## src/rtl/kme_pkg.sv

```systemverilog
// Package: shared types for the keyboard matrix emulator.
// Assumes at most 16 columns and 15 rows, since the location fields are 4 bits.
package kme_pkg;
    localparam int EVT_W = 8;
    localparam int KEY_W = 7;

    // Decoded key location: valid flag, row index, column index
    typedef struct packed {
        logic       ok;
        logic [3:0] row;
        logic [3:0] col;
    } kloc_t;
endpackage

```

## src/rtl/kme_ticker.sv

```systemverilog
// Module: periodic tick generator.
// Emits a one-cycle pulse every DIV cycles. restart_i puts the phase back to zero.
// Assumes DIV >= 1.
module kme_ticker #(
    parameter int DIV = 1562500
) (
    input  logic clk,
    input  logic rst_n,
    input  logic restart_i,
    output logic tick_o
);
    localparam int CW = (DIV > 1) ? $clog2(DIV) : 1;

    logic [CW-1:0] cnt;

    assign tick_o = (cnt == CW'(DIV - 1));

    // Free-running modulo-DIV counter
    always_ff @(posedge clk) begin
        if (!rst_n || restart_i || tick_o) cnt <= '0;
        else                               cnt <= cnt + 1'b1;
    end
endmodule

```

## src/rtl/kme_fifo.sv

```systemverilog
// Module: circular event queue.
// Pushes into a full queue are dropped and set a sticky overflow flag.
// flush_i empties the queue, clears the flag and overrides push and pop.
// Assumes pop_i is raised only when the caller wants the head entry consumed.
module kme_fifo #(
    parameter int DEPTH = 16,
    parameter int W     = 8
) (
    input  logic         clk,
    input  logic         rst_n,
    input  logic         flush_i,
    input  logic         push_i,
    input  logic [W-1:0] din_i,
    input  logic         pop_i,
    output logic [W-1:0] dout_o,
    output logic         empty_o,
    output logic         ovf_o
);
    localparam int AW = (DEPTH > 1) ? $clog2(DEPTH) : 1;
    localparam int CW = AW + 1;

    logic [W-1:0]  mem [DEPTH];
    logic [AW-1:0] wp, rp;
    logic [CW-1:0] cnt;
    logic          full, push_ok, pop_ok;

    assign full    = (cnt == CW'(DEPTH));
    assign empty_o = (cnt == '0);
    assign push_ok = push_i && !full && !flush_i;
    assign pop_ok  = pop_i && !empty_o && !flush_i;
    assign dout_o  = mem[rp];

    // Storage write; entries need no reset
    always_ff @(posedge clk) begin
        if (push_ok) mem[wp] <= din_i;
    end

    // Pointers, occupancy and sticky overflow
    always_ff @(posedge clk) begin
        if (!rst_n || flush_i) begin
            wp    <= '0;
            rp    <= '0;
            cnt   <= '0;
            ovf_o <= 1'b0;
        end else begin
            if (push_ok) wp <= (wp == AW'(DEPTH - 1)) ? '0 : wp + 1'b1;
            if (pop_ok)  rp <= (rp == AW'(DEPTH - 1)) ? '0 : rp + 1'b1;
            cnt <= cnt + CW'(push_ok) - CW'(pop_ok);
            if (push_i && full) ovf_o <= 1'b1;
        end
    end
endmodule

```

## src/rtl/kme_keymap.sv

```systemverilog
// Module: key index to matrix location.
// Indices below ROWS*COLS fill the matrix row by row. The next SW indices land
// in the extra row ROWS, one column per switch. The remaining indices are invalid.
// Assumes ROWS*COLS+SW <= 128.
module kme_keymap
    import kme_pkg::*;
#(
    parameter int ROWS = 7,
    parameter int COLS = 11,
    parameter int SW   = 5
) (
    input  logic [KEY_W-1:0] key_i,
    output kloc_t            loc_o
);
    localparam int MAT = ROWS * COLS;

    // Arithmetic lookup: no stored table
    always_comb begin
        int k;
        k = int'(key_i);
        loc_o = '0;
        if (k < MAT) begin
            loc_o.ok  = 1'b1;
            loc_o.row = 4'(k / COLS);
            loc_o.col = 4'(k % COLS);
        end else if (k < MAT + SW) begin
            loc_o.ok  = 1'b1;
            loc_o.row = 4'(ROWS);
            loc_o.col = 4'(k - MAT);
        end
    end
endmodule

```

## src/rtl/kme_matrix.sv

```systemverilog
// Module: per-row pressed masks, sense generation and switch outputs.
// An applied event updates one row bit, or one switch when its row equals ROWS.
// clear_i drops every row mask and leaves the switches alone.
module kme_matrix
    import kme_pkg::*;
#(
    parameter int ROWS = 7,
    parameter int COLS = 11,
    parameter int SW   = 5
) (
    input  logic            clk,
    input  logic            rst_n,
    input  logic            clear_i,
    input  logic            apply_i,
    input  logic            release_i,
    input  kloc_t           loc_i,
    input  logic [COLS-1:0] strobe_i,
    output logic [ROWS-1:0] sense_o,
    output logic [SW-1:0]   sw_o
);
    logic [COLS-1:0] colsel;

    assign colsel = COLS'(1) << loc_i.col;

    for (genvar r = 0; r < ROWS; r++) begin : g_row
        logic [COLS-1:0] mask;
        logic            hit;

        assign hit = apply_i && loc_i.ok && (loc_i.row == 4'(r));

        // Row mask: set on press, clear on release, drop on clear
        always_ff @(posedge clk) begin
            if (!rst_n || clear_i) mask <= '0;
            else if (hit)          mask <= release_i ? (mask & ~colsel) : (mask | colsel);
        end

        // Sense follows the live strobe vector
        assign sense_o[r] = |(mask & strobe_i);
    end

    for (genvar s = 0; s < SW; s++) begin : g_sw
        // Switch level follows press/release of its extra-row key
        always_ff @(posedge clk) begin
            if (!rst_n) sw_o[s] <= 1'b0;
            else if (apply_i && loc_i.ok && loc_i.row == 4'(ROWS) && loc_i.col == 4'(s))
                sw_o[s] <= !release_i;
        end
    end
endmodule

```

## src/rtl/keymatrix_emu.sv

```systemverilog
// Module: keyboard matrix emulator top level.
// Events are queued and then applied one per tick to the matrix or the switches.
// A restore pulse releases all keys, empties the queue and restarts the tick.
// Assumes evt_code_i is stable whenever evt_valid_i is high.
module keymatrix_emu
    import kme_pkg::*;
#(
    parameter int NUM_ROWS   = 7,
    parameter int NUM_COLS   = 11,
    parameter int NUM_SW     = 5,
    parameter int FIFO_DEPTH = 16,
    parameter int TICK_DIV   = 1562500
) (
    input  logic                clk,
    input  logic                rst_n,
    input  logic                restore_i,
    input  logic                evt_valid_i,
    input  logic [EVT_W-1:0]    evt_code_i,
    input  logic [NUM_COLS-1:0] strobe_i,
    output logic [NUM_ROWS-1:0] sense_o,
    output logic [NUM_SW-1:0]   switch_o,
    output logic                overflow_o
);
    logic             tick, empty, pop;
    logic [EVT_W-1:0] head;
    kloc_t            loc;

    assign pop = tick && !empty && !restore_i;

    kme_ticker #(.DIV(TICK_DIV)) u_tick (
        .clk(clk), .rst_n(rst_n), .restart_i(restore_i), .tick_o(tick)
    );

    kme_fifo #(.DEPTH(FIFO_DEPTH), .W(EVT_W)) u_fifo (
        .clk(clk), .rst_n(rst_n), .flush_i(restore_i),
        .push_i(evt_valid_i), .din_i(evt_code_i), .pop_i(pop),
        .dout_o(head), .empty_o(empty), .ovf_o(overflow_o)
    );

    kme_keymap #(.ROWS(NUM_ROWS), .COLS(NUM_COLS), .SW(NUM_SW)) u_map (
        .key_i(head[KEY_W-1:0]), .loc_o(loc)
    );

    kme_matrix #(.ROWS(NUM_ROWS), .COLS(NUM_COLS), .SW(NUM_SW)) u_mtx (
        .clk(clk), .rst_n(rst_n), .clear_i(restore_i), .apply_i(pop),
        .release_i(head[EVT_W-1]), .loc_i(loc), .strobe_i(strobe_i),
        .sense_o(sense_o), .sw_o(switch_o)
    );
endmodule

```

## config.mk

```make
export PLATFORM = sky130hd
export DESIGN_NAME = keymatrix_emu
export DESIGN_NICKNAME = d
export VERILOG_FILES = /design/src/rtl/kme_pkg.sv /design/src/rtl/kme_ticker.sv /design/src/rtl/kme_fifo.sv /design/src/rtl/kme_keymap.sv /design/src/rtl/kme_matrix.sv /design/src/rtl/keymatrix_emu.sv
export SDC_FILE = /design/constraint.sdc
export NUM_CORES = 1
export LEC_CHECK = 0
export BUFFER_PORTS_ARGS = -buffer_cell sky130_fd_sc_hd__buf_2
export CORE_ASPECT_RATIO = 1.4
export CORE_MARGIN = 5
export CORE_UTILIZATION = 45
export CTS_CLUSTER_DIAMETER = 150
export DETAILED_ROUTE_END_ITERATION = 10
export SLEW_MARGIN = 25
export SYNTH_ARGS = -nofsm -noshare
export SYNTH_HDL_FRONTEND = slang
export SYNTH_HIERARCHICAL = 1
export SYNTH_SLANG_ARGS = --single-unit
```

## constraint.sdc

```tcl
create_clock -name clk -period 7.6 [get_ports clk]
set_input_delay 1.52 -clock clk [delete_from_list [all_inputs] [get_ports clk]]
set_output_delay 1.52 -clock clk [all_outputs]
set_load 0.05 [all_outputs]
```

==> impl_metrics.json <==
{
  "num_rows": 71,
  "routedWlPerCell_um": 21.8,
  "grt_max_degree": 78,
  "vias": 8216,
  "cts_sinks": 249,
  "hold-path-endpoint": "u_fifo/ovf_o$_SDFFE_PP0P_",
  "coreArea_mm2": 0.0267,
  "synthTopCellsByCount": "128 x edfxtp_1, 121 x dfxtp_1, 87 x a31oi_1, 51 x a211oi_1, 47 x nor2_1",
  "holdPathStages": 1,
  "antenna_found_initial": 0,
  "synth_edf_count": 128,
  "viasPerCell": 6.21,
  "whs_ns": 0.470,
  "grt_pass1_wl_mm": 46.7,
  "cts_tree": "done",
  "max_stage_delay_ns": 0.59,
  "htree_levels": 1,
  "synth_cells": 973,
  "reg2regPathDepth": 24,
  "fin_setup_tns_ns": 0,
  "die_area_mm2": 0.0303,
  "ant_nets": 0,
  "overflow": 0,
  "setup_viol_count_final": 0,
  "synth-seq-cells": 249,
  "synthTopCellsByArea": "edfxtp_1 32%, dfxtp_1 20%, a31oi_1 4.5%",
  "syn_nets": 1015,
  "ios": 36,
  "place.gp.congestion": 0.893,
  "synth_cell_types": 97,
  "crit_chain": "mux4_1 > a22oi_1 > nand2_1 > a21oi_1 > inv_1 > ha_1 > nand2b_1 > o32ai_1 > a2111o_1 > ha_1 > a41o_1 > o22ai_1 > nand4_1 > o211ai_1 > inv_1 > ha_1 > or2_2 > a32o_2 > a211oi_2 > mux2_1 > nor4b_4 > buf_4 > and2_1 > a211oi_1",
  "max_freq_mhz": 141,
  "cp.required_ns": 7.94,
  "period_share_pct": 93.4,
  "tightest_slew_ns": 1.05,
  "drv_slew": 0,
  "start_kind": "flop",
  "layout_min_cycle_time_ns": 7.10,
  "syn_area_mm2": 0.0121,
  "async_flop_share_pct": 0,
  "clk_latency_ns": 0.52,
  "gr-usage-met2_pct": 35.1,
  "cp-end-kind": "flop",
  "use_met1_pct": 23.4,
  "synth.most_common_cell": "edfxtp_1",
  "place_hpwl_mm": 19.8,
  "nets": 1020,
  "fin_skew_ns": 0.0105,
  "critPathKind": "flop to flop",
  "cts_buffers": 25,
  "hold_path_class": "flop to flop",
  "initial_utilization_pct": 45.4,
  "cp.arrival_ns": 7.43,
  "rsz0062_at_grt": "false",
  "fillCellCount": 2354,
  "hold_start": "u_fifo/ovf_o$_SDFFE_PP0P_",
  "relSlewSlack_pct": 30.0,
  "first_global_vias": 8384,
  "synth_flop_cell": "edfxtp_1",
  "use_met3_pct": 2.24,
  "yosysWarnings": 6,
  "die_h_um": 204,
  "postCtsHoldBufs": 0,
  "drt_wl_total_mm": 28.9,
  "synth_top_area_cell": "edfxtp_1",
  "grt_usage_pct": 19.1,
  "seqCellArea_mm2": 0.00627,
  "die_w_um": 149,
  "drt-initial-drc-count": 509,
  "cp_slowest_cell": "mux4_1",
  "gr-max-usage-layer": "met2",
  "synth.yosys.seq_area_share_pct": 51.8,
  "hold_viol_final": 0,
  "port_buffers": 35,
  "root_buffer": "clkbuf_16",
  "clockBufferDepth": 3,
  "r2r_slack_ns": 0.50,
  "drv_cap": 0,
  "worst-path-buf-inv": 3,
  "syn_avg_cell_area_um2": 12.4,
  "num_antenna_cells": 0,
  "areaGrowthSynthToFinish_pct": 9.38,
  "path_clk_slew_ns": 0.06,
  "outcome": "finished, final reports clean",
  "cpMostUsedCell": "ha_1",
  "synth_top_area_share_pct": 31.8,
  "critPathTopFamily": "compound AO/OA/AOI/OAI gates",
  "multiInputGateArea_mm2": 0.00518,
  "peakVddDrop_mv": 0.226,
  "leakagePower_nw": 4.33,
  "firstDrtPassIters": 5,
  "power_density_mw_per_mm2": 225,
  "drive_gt1_share_pct": 19.4,
  "cp_max_fo": 17,
  "drc": 0
}
## kinds of logic after synthesis
family                   Yosys count  share of synthesized area, %
adder cells (fa/ha/maj)           19                          2.03
AND/OR/NAND/NOR                  226                          12.1
AO/OA/AOI/OAI                    310                          20.2
XOR/XNOR                          22                          1.59
flip-flops                       249                          51.8
other                              1                        0.0310
buffers and inverters            110                          5.50
multiplexers                      36                          6.74
## cell type report
cell class                      count  area share [%]
Clock inverter                     12            1.45
Tap cell                          328            3.10
Sequential cell                   249            47.4
Timing Repair Buffer               61            2.80
Inverter                           27           0.767
Clock buffer                       33            5.27
Multi-Input combinational cell    614            39.2
## worst max-delay path by stage
stage                      end  slack (ns)  cells past startpoint
after CTS                 flop        0.33                     23
after global placement    flop        0.49                     24
after detailed placement  flop        0.37                     23
after global routing      flop        0.03                     23
final                     flop        0.50                     24
after floorplan           flop        1.06                     29
## power breakdown
part	total (mW)	switching [mW]	internal (mW)
combinational	0.246	0.167	0.0794
sequential	1.42	0.00221	1.41
clock	1.32	0.502	0.816
## cells in the final DEF, fill, tap and decap left out, drive strengths merged, types with 15 or more instances in the layout
cell      n
nand2    31
a221oi   16
a211oi   83
ha       18
clkbuf   33
inv      28
a21oi    22
edfxtp  128
a31oi    87
nor2     47
and2     36
dfxtp   121
o21ai    15
mux4     32
xnor2    17
a22o     15
buf      61
a22oi    16
nand3    22
## stage by stage
stage | instance area, µm² | util (%) | setup slack [ns] | cells | power (mW)
CTS | 13200 | 49.5 | 0.330 | 1322 | 3.01
detailed placement | 12300 | 46.2 | 0.366 | 1277 | 1.69
floorplan | 12100 | - | 1.06 | 973 | 1.63
global route | 13200 | 49.6 | 0.0350 | 1324 | 3.09
global placement | 12300 | 46.2 | 0.489 | 1277 | 1.68
finish | 13200 | 49.6 | 0.505 | 1324 | 2.98
## routing by layer
metal  part of all wire (%)  wire length [µm]
met5                      0                 0
met4                    2.8               796
met3                    3.8              1110
met2                     53             15200
met1                     41             11800
## what timing repair did
item,in CTS,in global routing
buffers inserted,0,2
resized for setup,0,3
endpoints found under the setup margin,0,61
Power figures use the tool's default switching activity.
